<file path="src/rtl/pic_pkg.sv">
package pic_pkg;
    localparam int NUM_SRC  = 41;
    localparam int NUM_EXT  = 15;
    localparam int PER_BASE = NUM_EXT + 1;
    localparam int NUM_PER  = NUM_SRC - PER_BASE;
    localparam int FW       = 4;
    localparam int PW       = FW + 1;
    localparam int CODE_W   = 12;
    localparam int IDX_W    = $clog2(NUM_SRC);
    localparam int REG_W    = 16;
    localparam int ADDR_W   = 4;
    localparam int NUM_BANK = 3;
    localparam int NMI_PRIO = 16;

    typedef logic [PW-1:0]     prio_t;
    typedef logic [IDX_W-1:0]  idx_t;
    typedef logic [CODE_W-1:0] code_t;

    typedef enum logic [1:0] {BANK_A = 2'd0, BANK_B = 2'd1, BANK_C = 2'd2} bank_e;

    typedef struct packed {
        bank_e      bank;
        logic [1:0] nib;
    } field_t;

    typedef struct packed {
        logic  valid;
        idx_t  idx;
        prio_t prio;
    } pick_t;

    // Register field that sets the level of peripheral k.
    function automatic field_t per_field(input int k);
        field_t f;
        if (k == 0)       f = '{BANK_A, 2'd3};
        else if (k == 1)  f = '{BANK_A, 2'd2};
        else if (k <= 3)  f = '{BANK_A, 2'd1};
        else if (k <= 6)  f = '{BANK_A, 2'd0};
        else if (k <= 10) f = '{BANK_B, 2'd1};
        else if (k == 11) f = '{BANK_B, 2'd3};
        else if (k <= 13) f = '{BANK_B, 2'd2};
        else if (k == 14) f = '{BANK_C, 2'd0};
        else if (k == 15) f = '{BANK_C, 2'd3};
        else if (k <= 20) f = '{BANK_C, 2'd2};
        else              f = '{BANK_C, 2'd1};
        return f;
    endfunction

    // Fixed level of the non-maskable and external sources.
    function automatic prio_t fixed_prio(input int i);
        return (i == 0) ? prio_t'(NMI_PRIO) : prio_t'(NMI_PRIO - i);
    endfunction

    // Exception code of source i.
    function automatic code_t src_code(input int i);
        int k;
        k = i - PER_BASE;
        if (i == 0)       return code_t'(12'h1C0);
        else if (i < PER_BASE) return code_t'(12'h200 + 12'h20 * (i - 1));
        else if (k < 14)  return code_t'(12'h400 + 12'h20 * k);
        else if (k < 21)  return code_t'(12'h600 + 12'h20 * (k - 14));
        else              return code_t'(12'h700 + 12'h20 * (k - 21));
    endfunction
endpackage

</file>
<file path="src/rtl/pic_prio_regs.sv">
module pic_prio_regs
    import pic_pkg::*;
(
    input  logic                         clk,
    input  logic                         rst,
    input  logic                         we,
    input  logic [ADDR_W-1:0]            addr,
    input  logic [REG_W-1:0]             wdata,
    output logic [REG_W-1:0]             rdata,
    output logic [NUM_SRC-1:0][PW-1:0]   prio_vec
);
    logic [NUM_BANK-1:0][REG_W-1:0] bank_q;
    logic addr_hit;

    assign addr_hit = (addr < ADDR_W'(NUM_BANK));

    always_ff @(posedge clk) begin
        if (rst) begin
            bank_q <= '0;
        end else if (we && addr_hit) begin
            bank_q[addr[1:0]] <= wdata;
        end
    end

    assign rdata = addr_hit ? bank_q[addr[1:0]] : '0;

    for (genvar g = 0; g < NUM_SRC; g++) begin : g_prio
        if (g < PER_BASE) begin : g_fixed
            assign prio_vec[g] = fixed_prio(g);
        end else begin : g_field
            localparam field_t F = per_field(g - PER_BASE);
            localparam int     B = int'(F.bank);
            localparam int     L = int'(F.nib) * FW;
            assign prio_vec[g] = {1'b0, bank_q[B][L +: FW]};
        end
    end

    assert_reg_write_R5: assert property (@(posedge clk) disable iff (rst)
        (we && addr == '0) |=> (bank_q[0] == $past(wdata)));
endmodule

</file>
<file path="src/rtl/pic_pending.sv">
module pic_pending
    import pic_pkg::*;
(
    input  logic                         clk,
    input  logic                         rst,
    input  logic [NUM_SRC-1:0]           set_req,
    input  logic [NUM_SRC-1:0][PW-1:0]   prio_vec,
    input  logic                         retire_en,
    input  idx_t                         retire_idx,
    output logic [NUM_SRC-1:0]           pend_q
);
    logic [NUM_SRC-1:0] nz_mask;
    logic [NUM_SRC-1:0] retire_mask;

    always_comb begin
        for (int i = 0; i < NUM_SRC; i++) begin
            nz_mask[i]     = (prio_vec[i] != '0);
            retire_mask[i] = retire_en && (retire_idx == idx_t'(i));
        end
    end

    always_ff @(posedge clk) begin
        if (rst) pend_q <= '0;
        else     pend_q <= (pend_q & ~retire_mask) | (set_req & nz_mask);
    end

    assert_drop_zero_prio_R6: assert property (@(posedge clk) disable iff (rst)
        ((pend_q & ~$past(pend_q) & ~$past(nz_mask)) == '0));
endmodule

</file>
<file path="src/rtl/pic_arbiter.sv">
module pic_arbiter
    import pic_pkg::*;
(
    input  logic [NUM_SRC-1:0]           pend,
    input  logic [NUM_SRC-1:0][PW-1:0]   prio_vec,
    output pick_t                        pick
);
    always_comb begin
        pick = '0;
        // Scan downwards with >= so that the lowest index wins a tie.
        for (int i = NUM_SRC - 1; i >= 0; i--) begin
            if (pend[i] && prio_vec[i] != '0 && prio_vec[i] >= pick.prio) begin
                pick.valid = 1'b1;
                pick.idx   = idx_t'(i);
                pick.prio  = prio_vec[i];
            end
        end
    end

    always_comb begin
        if (pick.valid) begin
            assert_sel_pending_R8: assert (pend[pick.idx] && prio_vec[pick.idx] != '0);
        end
    end
endmodule

</file>
<file path="src/rtl/prio_irq_ctrl.sv">
module prio_irq_ctrl
    import pic_pkg::*;
(
    input  logic                  clk,
    input  logic                  rst,
    input  logic [NUM_SRC-1:0]    src_req,
    input  logic                  bus_we,
    input  logic [ADDR_W-1:0]     bus_addr,
    input  logic [REG_W-1:0]      bus_wdata,
    output logic [REG_W-1:0]      bus_rdata,
    input  logic [FW-1:0]         cpu_mask,
    input  logic                  cpu_block,
    output logic                  irq_out,
    input  logic                  ack_in,
    output logic [CODE_W-1:0]     ack_code
);
    logic [NUM_SRC-1:0][PW-1:0]     prio_vec;
    logic [NUM_SRC-1:0]             pend_q;
    logic [NUM_SRC-1:0][CODE_W-1:0] code_tab;
    pick_t                          pick;
    logic                           retire_en;

    pic_prio_regs u_regs (
        .clk(clk), .rst(rst), .we(bus_we), .addr(bus_addr),
        .wdata(bus_wdata), .rdata(bus_rdata), .prio_vec(prio_vec)
    );

    pic_pending u_pend (
        .clk(clk), .rst(rst), .set_req(src_req), .prio_vec(prio_vec),
        .retire_en(retire_en), .retire_idx(pick.idx), .pend_q(pend_q)
    );

    pic_arbiter u_arb (
        .pend(pend_q), .prio_vec(prio_vec), .pick(pick)
    );

    for (genvar g = 0; g < NUM_SRC; g++) begin : g_code
        assign code_tab[g] = src_code(g);
    end

    assign retire_en = ack_in && pick.valid;
    assign ack_code  = pick.valid ? code_tab[pick.idx] : '0;
    assign irq_out   = pick.valid && !cpu_block && (pick.prio > {1'b0, cpu_mask});

    assert_irq_gate_R9: assert property (@(posedge clk) disable iff (rst)
        irq_out |-> (!cpu_block && ack_code != '0));

    assert_retire_R10: assert property (@(posedge clk) disable iff (rst)
        (retire_en && !src_req[pick.idx]) |=> !pend_q[$past(pick.idx)]);

    assert_reset_clear_R11: assert property (@(posedge clk)
        $past(rst) |-> (pend_q == '0 && !irq_out));
endmodule

</file>
<file path="config.mk">
export PLATFORM = sky130hd
export DESIGN_NAME = prio_irq_ctrl
export DESIGN_NICKNAME = d
export VERILOG_FILES = /design/src/rtl/pic_pkg.sv /design/src/rtl/pic_prio_regs.sv /design/src/rtl/pic_pending.sv /design/src/rtl/pic_arbiter.sv /design/src/rtl/prio_irq_ctrl.sv
export SDC_FILE = /design/constraint.sdc
export NUM_CORES = 1
export LEC_CHECK = 0
export CAP_MARGIN = 25
export CORE_ASPECT_RATIO = 1.25
export CORE_MARGIN = 1
export CORE_UTILIZATION = 45
export CTS_BUF_LIST = sky130_fd_sc_hd__clkbuf_16
export DETAILED_ROUTE_END_ITERATION = 8
export GPL_TIMING_DRIVEN = 0
export PLACE_DENSITY = 0.68
export SLEW_MARGIN = 20
export SYNTH_ARGS = -nofsm -noshare
export SYNTH_HDL_FRONTEND = slang
export SYNTH_SLANG_ARGS = --single-unit
</file>
<file path="constraint.sdc">
create_clock -name clk -period 107.9 [get_ports clk]
set_clock_uncertainty 0.15 [all_clocks]
set_input_delay 16.185 -clock clk [delete_from_list [all_inputs] [get_ports clk]]
set_output_delay 16.185 -clock clk [all_outputs]
set_load 0.01 [all_outputs]
</file>
# After elaboration in Yosys (flattened, before gate mapping)
# Memories as Yosys holds them, arrays and structs flattened.
# Index checks and enable logic that the tools add are counted.
word_totals:
  elab_cells: 269
  reg_bits: 89
  rom_bits: 768
  output_inout_bits: 29
  n_memories: 1
classes:
  bitwise_logic: 4
  mux: 49
  order_cmp: 46
  eq_ne: 40
  reduce_logical: 125
memory_table:
  columns: ["memory", "words", "word_bits", "read_ports", "rd_ports_with_merged_regs", "wr", "line_no", "source"]
  rows:
  - ["(no name shown)", 64, 12, 1, 0, 0, "prio_irq_ctrl.sv:42", "assign ack_code = pick.valid ? code_tab[pick.idx] : '0;"]
ops:
  columns: ["cell", "n"]
  rows:
  - ["12-bit two-way mux", 43]
  - ["4-bit by 5-bit greater-or-equal comparator with 1-bit output", 24]
  - ["1-bit logical AND", 112]
  - ["6-bit by 5-bit == test with 1-bit output, second input constant", 16]
  - ["41-bit bitwise AND", 2]
  - ["5-bit nonzero test", 11]
  - ["6-bit == test, second input constant", 9]
  - ["48-bit bitwise mux", 1]
  - ["6-bit by 4-bit == test with 1-bit output, second input constant", 8]
  - ["16-bit two-way mux", 3]
  - ["41-bit NOT", 1]
  - ["41-bit bitwise OR", 1]
  - ["4-bit by 5-bit greater-or-equal comparator with 1-bit output, first input constant", 8]
  - ["16-bit binary-select mux with 2-bit select", 1]
  - ["16-bit demux with 2-bit select", 1]
  - ["6-bit by 3-bit == test with 1-bit output, second input constant", 4]
  - ["3-bit by 5-bit greater-or-equal comparator with 1-bit output, first input constant", 4]
  - ["6-bit by 2-bit == test with 1-bit output, second input constant", 2]
  - ["2-bit by 5-bit greater-or-equal comparator with 1-bit output, first input constant", 2]
  - ["6-bit by 7-bit less-than comparator with 1-bit output, second input constant", 1]
  - ["6-bit by 1-bit == test with 1-bit output, second input constant", 1]
  - ["6-bit zero test", 1]
  - ["1-bit by 5-bit greater-or-equal comparator with 1-bit output, first input constant", 1]
  - ["5-bit greater-or-equal comparator, first input constant", 1]
  - ["other kinds (6)", 6]

# Logic depth before layout (Yosys ltp)
# Gate-level depths: netlist of run 1.
logic_depth:
  word_depth: 129
  depth_mapped: 205
  mapped_depth_nobuf: 201

# By module
# From an unflattened synthesis of run 1, not the netlist that was laid out.
hier_totals:
  cells_unflattened: 2344
  hier_area_um2: 16992.5
by_module_without_submodules:
  columns: ["module", "cells_each", "area_each_um2", "n_inst"]
  rows:
  - ["pic_arbiter", 1597, 10510.1, 1]
  - ["pic_prio_regs", 443, 3971.3, 1]
  - ["pic_pending", 239, 2023.2, 1]
  - ["prio_irq_ctrl", 65, 488.0, 1]

# Worst setup path before layout of run 1
# No wires, ideal clock.
synth_path:
  path_type: "register to output"
  start: "register u_pend.pend_q[39]"
  end: "output ack_code[7]"
  path_buffers: 6
  t_arrival_ns: 34.628
  path_slack_ns: 56.937
  stages_incl_launch_ff: 189
  t_required_ns: 91.565
  cell_sequence: "dfxtp_1 -> inv_1 -> nand2_1 -> nand2_1 -> ha_1 -> o21ai_0 -> a21oi_1 -> nor2_1 -> nor2_1 -> ha_1 -> nand2b_1 -> a221oi_4 -> o22ai_2 -> nor2_1 -> nor2_1 -> ha_1 -> nor2b_1 -> nor2_1 -> (+153 left out) -> a21o_1 -> a21oi_1 -> nor2b_1 -> nand2_1 -> a41oi_1 -> buf_2 -> clkbuf_1 -> nand4_1 -> a221oi_1 -> a211oi_1 -> a21oi_1 -> a21oi_1 -> or2_2 -> nand2b_1 -> ha_1 -> inv_1 -> ha_1 -> a221oi_2"
synth_between:
  elab_chain_cells: 123
synth_rtl:
  columns: ["element", "line_no", "source"]
  rows:
  - ["from (decl)", "pic_pending.sv:10", "output logic [NUM_SRC-1:0] pend_q"]
  - ["from (signal assigned)", "pic_pending.sv:24", "else pend_q <= (pend_q & ~retire_mask) | (set_req & nz_mask);"]
  - ["1-bit logical AND * (2 in a row)", "pic_arbiter.sv:12", "if (pend[i] && prio_vec[i] != '0 && prio_vec[i] >= pick.prio) begin"]
  - ["12-bit two-way mux *", "pic_arbiter.sv:12", null]
  - ["4-bit by 5-bit greater-or-equal comparator with 1-bit output", "pic_arbiter.sv:12", null]
  - ["1-bit logical AND", "pic_arbiter.sv:12", null]
  - ["12-bit two-way mux *", "pic_arbiter.sv:12", null]
  - ["4-bit by 5-bit greater-or-equal comparator with 1-bit output", "pic_arbiter.sv:12", null]
  - ["1-bit logical AND", "pic_arbiter.sv:12", null]
  - ["12-bit two-way mux *", "pic_arbiter.sv:12", null]
  - ["(+106 left out)", null, null]
  - ["1-bit logical AND", "pic_arbiter.sv:12", null]
  - ["12-bit two-way mux *", "pic_arbiter.sv:12", null]
  - ["5-bit greater-or-equal comparator", "pic_arbiter.sv:12", null]
  - ["1-bit logical AND", "pic_arbiter.sv:12", null]
  - ["12-bit two-way mux *", "pic_arbiter.sv:12", null]
  - ["memory 64 x 12 bit", null, null]
  - ["12-bit two-way mux (implied by the code)", "prio_irq_ctrl.sv:42", null]
  - ["12-bit two-way mux *", "prio_irq_ctrl.sv:42", null]
  - ["to (decl)", "prio_irq_ctrl.sv:15", "output logic [CODE_W-1:0] ack_code"]
# Every way passes the cells marked *; elsewhere a longest branch is shown, timed or not. The select of a mux whose other input is x is not followed.

# Final worst setup path of run 1
# Ends and elaborated chain as after synthesis.

==> summary.md, run 1 <==
| Metric | Value |
|---|---|
| Drt drc | `0` |
| Critical path peak fanout | `10` |
| Die X-Extent | `135.4 um` |
| Full die area | `22860 um^2` |
| CTS Buf Count | `9` |
| Clock transition at the registers of the reported paths | `0.07 ns` |
| Worst-Skew Late Latency | `0.35 ns` |
| Top delay family on crit path | `compound AO/OA/AOI/OAI gates` |
| Cts hold-fix bufs | `0` |
| Clock H-tree levels | `3` |
| Gate power share | `22.4%` |
| Drt pass-1 iters | `5` |
| Via/cell ratio | `between 6 and 7` |
| Worst EP required | `91.57 ns` |
| Chip height | `168.8 um` |
| Sequential area share after synthesis | `17.79%` |
| Vias | `~11000` |
| Largest net degree at the start of global routing | `15` |
| Global-route wire length before repair | `~56 mm` |
| IO Count | `between 90 and 100` |
| Final Hold Fails | `0` |
| Ant. Diodes | `0` |
| Critical path endpoint category | `primary output` |
| Drt wl/cell | `about 20 um` |
| Cells on worst reg2reg path | `188` |
| Share of cells above drive strength 1 | `7.948%` |
| Clock tree buffer depth | `2` |
| RD Place Congestion | `between 0.9 and 1` |
| Top Metal Used | `met5` |
| Synth Flop Type | `dfxtp_1` |
| Top cell by count, worst path | `ha_1` |
| Worst vdd ir | `9.448 uV` |
| Switch share | `30.17%` |
| Synth cell types | `109` |
| WL met3 | `between 2 and 2.5 mm` |
| Synth area leader | `dfxtp_1` |
| Critical Path Source Type | `flop` |
| Root Driver | `clkbuf_16` |
| Most frequent cell after synthesis | `nand2_1` |
| Psw | `approximately 27 uW` |
| Fin Setup TNS | `0 ns` |
| Leak Pwr | `roughly 4.4 nW` |
| Number of synthesized flops with an enable pin | `0` |
| Post CTS Setup Buffer Count | `0` |
| Post-CTS Resized | `0` |
| Final core occ | `53.50%` |
| Routed met2 length | `roughly 17 mm` |
| Pins Over Slew Limit | `0` |
| Hold Crit Depth | `2` |
| CP max stage cell | `a311oi_1` |
| Power Total | `88.85 uW` |
| Unrepaired setup endpoints after global routing | `false` |
| Detailed placement HPWL | `28.36 mm` |
| Detail Route Antenna Nets | `0` |
| Outcome | `finished clean` |
| Synth Warn # | `0` |
| Row count | `60` |
| Worst path arrival time | `42.40 ns` |
| Worst-margin pin slew | `0.8856 ns` |
| CTS sink count | `a little under 90` |
| Worst path depth | `roughly 190` |
| CP Class | `flop to primary output` |
| TritonCTS clock tree | `done` |
| Synth top cells by count | `nand2_1, a21oi_1, nor2_1, dfxtp_1` |
| Power density over cell area | `7.655 nW/um^2` |
| Fraction of registers with async set/reset | `0%` |
| Final worst path period need | `58.74 ns` |
| Crit path largest cell delay | `0.75 ns` |
| Core Footprint | `around 22000 um^2` |
| Fin nets | `1663` |
| Top cell type's share of synthesized area | `17.79%` |
| M1 WL | `approximately 15 mm` |
| Cell Int Power | `roughly 62 uW` |
| Clk pwr share | `38.6%` |
| DP Cell Count | `1798` |
| Rel. slew slack | `40.56%` |
| Gate count after technology mapping | `around 1400` |
| Yosys reg bits | `between 80 and 90` |
| Achievable frequency | `17.02 MHz` |
| Gr usage total | `approximately 31%` |
| Avg Inst Size Synth | `7.039 um^2` |
| PortBufs | `91` |
| GRT Residual Overflow | `0` |
| Worst min path class | `flop to flop` |
| Cell Area, Synth | `around 10000 um^2` |
| CP Buf/Inv Count | `12` |
| Area grow syn2layout | `15.88%` |
| Initial Utilization | `46.17%` |
| Hold_ws | `0.3083 ns` |
| Layout Cells excl Fill | `1814` |
| Initial antenna violation count | `1` |
| Final WL | `between 30 and 40 mm` |
| Setup violators final | `0` |
| Top cells by area, synth | `dfxtp_1, nand2_1, a21oi_1` |
| Final period util | `54.44%` |
| Initial drt markers | `around 920` |
| Vias in the first global route | `10410` |
| Max_cap viols | `0` |
| Part of the power in registers | `39.0%` |
[flip-flops by register name, indices dropped and copies added, names as in the netlist]
name	flops
u_regs.prio_vec	44
u_regs.bank_q	4
u_pend.pend_q	41
[per-stage QoR]
| step | setup WS, ns | cell area [um^2] |
|---|---|---|
| 2_1_floorplan | 56.94 | 10040 |
| 3_3_place_gp | 50.53 | 11300 |
| 3_5_place_dp | 50.11 | 11300 |
| 4_1_cts | 49.67 | 11610 |
| 5_1_grt | 45.85 | 11610 |
| 6_report | 49.16 | 11610 |
[layer usage]
layer  up-vias  global-route usage (%)
li1       5455                       -
met1      5281                   39.90
met2       425                   52.73
met3        86                   2.845
met4         2                   14.75
met5         -                       0
[worst register-to-register path: cells and delay by family (launching register included)]
kind	cells	cell delay (ns)
buffers and inverters	11	2.00
and+or+nand+nor	58	10.48
DFF	1	0.44
muxes	11	3.55
adders and majority gates	26	7.51
AOI/OAI and AO/OA	82	17.17
[kinds of logic after synthesis]
group	Yosys count	share of synthesized area [%]
DFF	89	17.79
and+or+nand+nor	559	27.03
adders and majority gates	68	8.381
xor gates and xnor gates	2	0.1749
buffers and inverters	148	6.320
AOI/OAI and AO/OA	519	36.29
other	1	0.03744
muxes	37	3.984
[cell usage in the layout (no fill, tap or decap), types with 9 or more instances in the layout]
cell type and n:
clkdlybuf4s50_1 91, inv_1 79, a211oi_1 31, a22o_1 9, o31ai_1 23, a21o_1 15, nor3_1 34, nand3_1 37
and3_1 16, o21ai_0 78, mux2_2 13, nand2b_1 20, o21a_1 15, ha_1 63, clkbuf_16 9, clkbuf_1 44
nand2_1 219, o211a_1 9, mux2i_1 20, dfxtp_1 89, buf_4 10, nor2_1 123, a21oi_1 162, o21ai_1 23
or4_1 12, a31oi_1 15, o211ai_1 11, and2_1 20, nor2b_1 15
[layout make-up]
cell class | count | area [um^2]
Timing Repair Buffer | 91 | 910.9
Clock buffer | 9 | 225.2
Inverter | 78 | 292.8
Buffer | 70 | 340.3
Multi-Input combinational cell | 1191 | 7621
Sequential cell | 89 | 1782
Tap cell | 279 | 349.1
Clock inverter | 7 | 86.33
Fill cell | 2238 | 10090
[path summary, 6_finish.rpt]
check | start | endpoint | slack [ns]
worst min-delay path | u_regs.bank_q[18]$_SDFFE_PP0P_ | u_regs.bank_q[18]$_SDFFE_PP0P_ | 0.31
worst max register to register | u_pend.pend_q[39]$_SDFF_PP0_ | u_pend.pend_q[21]$_SDFF_PP0_ | 66.43
worst max-delay path | u_pend.pend_q[39]$_SDFF_PP0_ | ack_code[7] | 49.16
worst min register to register | u_regs.bank_q[18]$_SDFFE_PP0P_ | u_regs.bank_q[18]$_SDFFE_PP0P_ | 0.31
[power by group through the flow]
stage | Clock [mW] | Sequential (mW) | Combinational, mW
floorplan | 0 | 0.0351 | 0.0112
global placement | 0 | 0.0354 | 0.0194
CTS | 0.0345 | 0.0347 | 0.0196
global route | 0.0364 | 0.0348 | 0.0214
finish | 0.0343 | 0.0347 | 0.0199
detailed placement | 0 | 0.0354 | 0.0195
Note: power is estimated with default switching activity, not from simulation.
==> inputs of run 2 (changes only) <==
--- a/config.mk
+++ b/config.mk
@@ -12,7 +12,7 @@
 export CTS_BUF_LIST = sky130_fd_sc_hd__clkbuf_16
 export DETAILED_ROUTE_END_ITERATION = 8
 export GPL_TIMING_DRIVEN = 0
-export PLACE_DENSITY = 0.68
+export PLACE_DENSITY = 0.71
 export SLEW_MARGIN = 20
 export SYNTH_ARGS = -nofsm -noshare
 export SYNTH_HDL_FRONTEND = slang
==> constraint.sdc (replaced) <==
create_clock -name clk -period 49.8 [get_ports clk]
set_clock_uncertainty 0.15 [all_clocks]
set_input_delay 7.47 -clock clk [delete_from_list [all_inputs] [get_ports clk]]
set_output_delay 7.47 -clock clk [all_outputs]
set_load 0.01 [all_outputs]
==> run 2 against run 1 <==
Compared with the run above: setup slack worse by 47 ns; non-clock buffer count up 11; largest cell class unchanged; core utilization up 1.0 points; total power is 110% higher; combinational power grew 120%; critical endpoint unchanged; sequential cell count unchanged.
==> summary.md, run 2 (synthesis gave the netlist of run 1 again) <==
| Metric | Value |
|---|---|
| Highest-count cells in the layout ignoring fill and taps | `nand2_1, a21oi_1, nor2_1, clkdlybuf4s50_1, dfxtp_1` |
| Power Total | `189.6 uW (+110%)` |
| Full die area | `22860 um^2 (unchanged)` |
| Worst min path class | `flop to flop` |
| Ant. Diodes | `0 (unchanged)` |
| Initial antenna violation count | `0 (-1)` |
| Largest net degree at the start of global routing | `15 (unchanged)` |
| Rel. slew slack | `48.26% (+7.7 points)` |
| Layout Cells excl Fill | `1825 (+0.61%)` |
| Worst-Skew Late Latency | `0.35 ns (about the same)` |
| RD Place Congestion | `1.007 (+2.4%)` |
| Worst-margin pin slew | `0.7761 ns (-0.1095 ns)` |
| Leak Pwr | `4.409 nW (+1.2%)` |
| Root Driver | `clkbuf_16` |
| Top cell by count, worst path | `ha_1` |
| Switch share | `31.26% (+1.1 points)` |
| Drt pass-1 iters | `7 (+2)` |
| Cts hold-fix bufs | `0 (unchanged)` |
| Setup violators final | `0 (unchanged)` |
| CP max stage cell | `clkdlybuf4s50_1` |
| Initial drt markers | `993 (+8.5%)` |
| Drt wl/cell | `19.50 um (+0.29%)` |
| Detail Route Antenna Nets | `0 (unchanged)` |
| GRT Residual Overflow | `0 (unchanged)` |
| Detailed placement HPWL | `28.25 mm (-0.42%)` |
| Max_cap viols | `0 (unchanged)` |
| Setup WS post-layout | `2.634 ns (-46.53 ns)` |
| Clock transition at the registers of the reported paths | `0.07 ns (about the same)` |
| Final Hold Fails | `0 (unchanged)` |
| Global-route wire length before repair | `55.15 mm (-1.1%)` |
| Place WS | `0.8936 ns (-49.21 ns)` |
| Worst EP required | `42.18 ns (-49.39 ns)` |
| Final core occ | `54.50% (+1.0 points)` |
| Chip height | `168.8 um (unchanged)` |
| Worst vdd ir | `15.27 uV (+62%)` |
| Die X-Extent | `135.4 um (unchanged)` |
| Fill count | `2148 (-4.0%)` |
| Critical path endpoint category | `primary output` |
| Most common cell after layout, fill and taps aside | `nand2_1` |
| Pins Over Slew Limit | `0 (unchanged)` |
| Area grow syn2layout | `18.05%` |
| Vias | `11490 (+2.1%)` |
| Max FFs per register | `44 (unchanged)` |
| CTS Buf Count | `9 (unchanged)` |
| Psw | `59.27 uW (+120%)` |
| CP Class | `flop to primary output` |
| Gate power share | `23.4% (+1.0 points)` |
| Critical Path Source Type | `flop` |
| Clock H-tree levels | `3 (unchanged)` |
| Row count | `60 (unchanged)` |
| Vias in the first global route | `10560 (+1.5%)` |
| Cell Int Power | `130.3 uW (+110%)` |
| PortBufs | `91 (unchanged)` |
| Final period util | `a little over nine tenths` |
| Critical path peak fanout | `10 (unchanged)` |
| Final worst path period need | `between 40 and 50 ns` |
| Via/cell ratio | `6.293 (+1.5%)` |
| IO Count | `99 (unchanged)` |
| Part of the power in registers | `39.6% (+0.6 points)` |
| Fin nets | `1674 (+0.66%)` |
| Achievable frequency | `21.20 MHz` |
| Worst path arrival time | `39.55 ns (-2.85 ns)` |
| Power density over cell area | `16.03 nW/um^2 (+110%)` |
| CTS sink count | `89 (unchanged)` |
| Crit path largest cell delay | `0.58 ns (-0.17 ns)` |
| Clk pwr share | `36.9% (-1.7 points)` |
| Share of cells above drive strength 1 | `10.35% (+2.4 points)` |
| Outcome | `finished clean` |
| Drt drc | `0 (unchanged)` |
| Final WL | `35.59 mm (+0.90%)` |
| Initial Utilization | `46.17% (unchanged)` |
| Core Footprint | `21700 um^2 (unchanged)` |
| Clock tree buffer depth | `2 (unchanged)` |
| Gr usage total | `30.78% (-0.52 points)` |
| DP Cell Count | `1798 (unchanged)` |
| TritonCTS clock tree | `done` |
==> run 2: changes by cell type in the layout (fill, tap and decap cells not counted), moves of 3 or more <==
cell	previous run	this run
o21ai_0	78	73
o21ai_1	23	26
a21oi_1	162	159
a21oi_2	1	4
buf_4	10	21
==> run 2: critical path, delay by kind of cell (launching register included) <==
kind	cells	cell delay [ns]
AND/OR/NAND/NOR	56	9.22
adder cells (fa/ha/maj)	27	7.96
flip-flops	1	0.43
buffers and inverters	9	1.62
AO/OA/AOI/OAI	81	15.59
multiplexers	13	4.28
==> run 2: through the flow <==
stage / setup TNS, ns / instance area (um^2) / hold WS [ns]
after CTS: 0 / 11580 / 0.3068
after global routing: -0.1391 / 11830 / 0.3245
final: 0 / 11830 / 0.3053
after global placement: 0 / 11300 / 0.2906
after floorplan: 0 / 10040 / 0.2860
after detailed placement: 0 / 11300 / 0.2976
==> run 2: final timing paths <==
path | from | endpoint | slack [ns] | cells after the start
hold reg to reg | u_regs.bank_q[18]$_SDFFE_PP0P_ | u_regs.bank_q[18]$_SDFFE_PP0P_ | 0.31 | 2
hold / removal | u_regs.bank_q[18]$_SDFFE_PP0P_ | u_regs.bank_q[18]$_SDFFE_PP0P_ | 0.31 | 2
setup / recovery | u_pend.pend_q[39]$_SDFF_PP0_ | ack_code[7] | 2.63 | 186
setup reg to reg | u_pend.pend_q[39]$_SDFF_PP0_ | u_pend.pend_q[21]$_SDFF_PP0_ | 10.65 | 186
==> run 2: area by class of cell <==
class	instances	area, um^2	area share (%)
Multi-Input combinational cell	1191	7770	65.71
Sequential cell	89	1782	15.07
Timing Repair Buffer	102	993.5	8.401
Tap cell	279	349.1	2.952
Buffer	70	341.6	2.889
Inverter	78	300.3	2.539
Clock buffer	9	225.2	1.905
Clock inverter	7	63.81	0.5396
==> run 2: routing by layer <==
metal / global-route usage [%] / wire, um / vias up
met5: 0 / 0 / -
met2: 52.49 / 16770 / 509
met1: 38.53 / 14590 / 5389
li1: - / - / 5491
met4: 15.58 / 1888 / 0
met3: 2.456 / 2342 / 96
==> run 2: power by group through the flow <==
| stage | combinational (mW) | clock [mW] | sequential (mW) |
|---|---|---|---|
| 2_1_floorplan | 0.0243 | 0 | 0.0760 |
| 3_3_place_gp | 0.0419 | 0 | 0.0766 |
| 3_5_place_dp | 0.0422 | 0 | 0.0767 |
| 4_1_cts | 0.0425 | 0.0701 | 0.0751 |
| 5_1_grt | 0.0476 | 0.0729 | 0.0754 |
| 6_report | 0.0444 | 0.0701 | 0.0752 |
==> run 2: repair_timing <==
action                     in CTS  in global routing
buffers inserted                0                 11
setup endpoints to repair       0                  7
resized for setup               0                 38
==> inputs of run 3 (changes only) <==
--- a/config.mk
+++ b/config.mk
@@ -9,10 +9,9 @@
 export CORE_ASPECT_RATIO = 1.25
 export CORE_MARGIN = 1
 export CORE_UTILIZATION = 45
-export CTS_BUF_LIST = sky130_fd_sc_hd__clkbuf_16
+export CTS_BUF_LIST = sky130_fd_sc_hd__clkbuf_2 sky130_fd_sc_hd__clkbuf_4 sky130_fd_sc_hd__clkbuf_8
 export DETAILED_ROUTE_END_ITERATION = 8
-export GPL_TIMING_DRIVEN = 0
-export PLACE_DENSITY = 0.71
+export PLACE_DENSITY = 0.68
 export SLEW_MARGIN = 20
 export SYNTH_ARGS = -nofsm -noshare
 export SYNTH_HDL_FRONTEND = slang
==> run 3 against run 2 <==
Compared with the run above: core utilization decreased by 1.7 points; cell area decreased by 3.0%; sequential share of layout area increased by 0.47 points; combinational power decreased by 6.3%; total power decreased by 6.5%; wire length decreased by 3.5%; clock power decreased by 15%; via count decreased by 3.4%; die area unchanged; critical endpoint is now ack_code[5]; largest cell class unchanged; highest routed layer unchanged.
==> summary.md, run 3 (synthesis gave the netlist of run 1 again) <==
| Metric | Value |
|---|---|
| Global-route wire length before repair | `53.26 mm (-3.4%)` |
| Drt drc | `0 (unchanged)` |
| R2R Path End | `u_pend.pend_q[23]$_SDFF_PP0_` |
| Vias | `11100 (-3.4%)` |
| Achievable frequency | `21.26 MHz (+0.28%)` |
| Fin Setup TNS | `0 ns (unchanged)` |
| Cell Int Power | `119.9 uW (-8.0%)` |
| Critical Path Source Type | `flop` |
| Cells on worst reg2reg path | `186 (unchanged)` |
| Worst vdd ir | `12.92 uV (-15%)` |
| Crit path largest cell delay | `0.62 ns (+0.04 ns)` |
| Drt pass-1 iters | `8 (+1)` |
| GRT met3 Usage | `3.294% (+0.84 points)` |
| Initial drt markers | `993 (unchanged)` |
| Final Hold Fails | `0 (unchanged)` |
| Global Route met1 Usage | `37.23% (-1.3 points)` |
| Area grow syn2layout | `14.45%` |
| Detail Route Antenna Nets | `0 (unchanged)` |
| Full die area | `22860 um^2 (unchanged)` |
| Psw | `57.42 uW (-3.1%)` |
| Reg2Reg Setup Slack | `10.95 ns (+0.30 ns)` |
| Design Area, Final | `11460 um^2 (-3.0%)` |
| Rel. slew slack | `32.11% (-16 points)` |
| GRT busiest layer | `met2` |
| Worst-Skew Late Latency | `0.39 ns (+0.04 ns)` |
| Setup violators final | `0 (unchanged)` |
| Clock H-tree levels | `3 (unchanged)` |
| Unrepaired setup endpoints after global routing | `false` |
| Core Footprint | `21700 um^2 (unchanged)` |
| Hold Crit Depth | `2 (unchanged)` |
| Row count | `60 (unchanged)` |
| Most common cell after layout, fill and taps aside | `nand2_1` |
| Fin nets | `1614 (-3.6%)` |
| Post-DP Area | `11000 um^2 (-2.7%)` |
| Final WL | `34.33 mm (-3.5%)` |
| Worst-margin pin slew | `1.018 ns (+0.2423 ns)` |
| GRT Residual Overflow | `0 (unchanged)` |
| Via/cell ratio | `6.287 (about the same)` |
| CP Class | `flop to primary output` |
| Worst min path class | `flop to flop` |
| Vias in the first global route | `10110 (-4.2%)` |
| RD Place Congestion | `0.9256 (-8.1%)` |
| IO Count | `99 (unchanged)` |
| Largest net degree at the start of global routing | `90 (+75)` |
| Max_cap viols | `0 (unchanged)` |
| PortBufs | `92 (+1.1%)` |
| Worst EP required | `42.18 ns (about the same)` |
| Initial Utilization | `46.17% (unchanged)` |
| Top cell by count, worst path | `ha_1` |
| Clock tree buffer depth | `2 (unchanged)` |
| Power Total | `177.3 uW (-6.5%)` |
| Initial antenna violation count | `0 (unchanged)` |
| Clk pwr share | `33.8% (-3.1 points)` |
| Detailed placement HPWL | `26.32 mm (-6.8%)` |
| Gr usage total | `29.51% (-1.3 points)` |
| Max FFs per register | `44 (unchanged)` |
| Critical path peak fanout | `12 (+2)` |
| Worst Hold End | `u_regs.bank_q[19]$_SDFFE_PP0P_` |
| Part of the power in registers | `42.8% (+3.2 points)` |
| Root Driver | `clkbuf_8` |
| Leak Pwr | `4.254 nW (-3.5%)` |
| Worst path arrival time | `39.42 ns (-0.13 ns)` |
| Critical path endpoint category | `primary output` |
| Highest-count cells in the layout ignoring fill and taps | `nand2_1, a21oi_1, nor2_1, clkdlybuf4s50_1, dfxtp_1` |
| Ant. Diodes | `0 (unchanged)` |
| TritonCTS clock tree | `done` |
| Cts hold-fix bufs | `0 (unchanged)` |
| Chip height | `168.8 um (unchanged)` |
| Switch share | `32.39% (+1.1 points)` |
| Gate power share | `23.4% (about the same)` |
| Clock transition at the registers of the reported paths | `0.11 ns (+0.04 ns)` |
| Share of cells above drive strength 1 | `9.960% (-0.39 points)` |
| Outcome | `finished clean` |
| Die X-Extent | `135.4 um (unchanged)` |
| Met2 usage | `50.86% (-1.6 points)` |
| Hold_sp | `u_regs.bank_q[19]$_SDFFE_PP0P_` |
| Pins Over Slew Limit | `0 (unchanged)` |
| CTS Buf Count | `9 (unchanged)` |
| CTS sink count | `89 (unchanged)` |
| Drt wl/cell | `19.45 um (-0.24%)` |
| Worst R2R Start | `u_pend.pend_q[40]$_SDFF_PP0_` |
| CP max stage cell | `clkdlybuf4s50_1` |
| Power density over cell area | `15.46 nW/um^2 (-3.6%)` |
| Final worst path period need | `47.04 ns (-0.1302 ns)` |
| Final period util | `94.45% (-0.26 points)` |
run 3: changes by cell type in the layout (fill, tap and decap cells not counted), moves of 2 or more:
| cell | before | now |
|---|---|---|
| clkbuf_1 | 43 | 0 |
| buf_2 | 8 | 1 |
| buf_6 | 4 | 0 |
| clkbuf_16 | 9 | 0 |
| clkbuf_8 | 0 | 9 |
| clkinv_2 | 2 | 0 |
| a21oi_1 | 159 | 161 |
| o21ai_1 | 26 | 24 |
| inv_1 | 78 | 76 |
| buf_1 | 4 | 0 |
| o21ai_0 | 73 | 75 |
| a21oi_2 | 4 | 2 |
run 3: final cells by class:
type                       count  area [um^2]
fill                        2146        10230
multi-input combinational   1191         7744
sequential                    89         1782
timing repair buffer         112         1066
tap                          279        349.1
inverter                      78        300.3
clock buffer                  10        131.4
clock inverter                 6        92.59
run 3: worst max-delay path, delay by kind of cell, from the launching register on:
family / cells / cell delay, ns
flops: 1 / 0.45
fa+ha+maj: 26 / 7.52
buf+inv: 7 / 1.20
simple gates: 59 / 10.14
compound gates: 84 / 16.29
mux: 11 / 3.44
run 3: how the worst max path moves through the flow:
stage / slack (ns) / end / depth (start not counted) / start
finish: 2.76 / ack_code[5] / 187 / u_pend.pend_q[40]$_SDFF_PP0_
global route: 0.05 / ack_code[5] / 187 / u_pend.pend_q[39]$_SDFF_PP0_
CTS: 0.69 / ack_code[7] / 183 / u_pend.pend_q[39]$_SDFF_PP0_
detailed placement: 1.23 / ack_code[7] / 181 / u_pend.pend_q[39]$_SDFF_PP0_
global placement: 1.89 / ack_code[7] / 182 / u_pend.pend_q[40]$_SDFF_PP0_
floorplan: 7.55 / ack_code[7] / 188 / u_pend.pend_q[39]$_SDFF_PP0_
run 3: power by group through the flow:
stage               sequential [mW]  clock, mW  combinational (mW)
global route                 0.0761     0.0635              0.0446
detailed placement           0.0773          0              0.0396
global placement             0.0773          0              0.0393
CTS                          0.0757     0.0603              0.0398
floorplan                    0.0760          0              0.0243
finish                       0.0758     0.0599              0.0416
run 3: per-layer routing:
metal	wire [um]	up-vias
li1	-	5366
met1	14530	5208
met2	16570	454
met3	2070	69
met4	1162	0
met5	0	-
run 3: stage by stage:
stage	hold slack (ns)	utilization, %	worst slack (ns)	std cells
after floorplan	0.2860	-	7.552	1428
after global placement	0.2924	50.68	1.890	1733
after detailed placement	0.3021	50.68	1.227	1733
after CTS	0.3143	51.71	0.6933	1749
after global routing	0.3394	52.84	0.05125	1765
final	0.3151	52.84	2.764	1765
run 3: what timing repair did:
item                       4_1_cts  5_1_grt
setup endpoints to repair        0        7
gates resized for setup          0       30
buffers inserted                 0       15
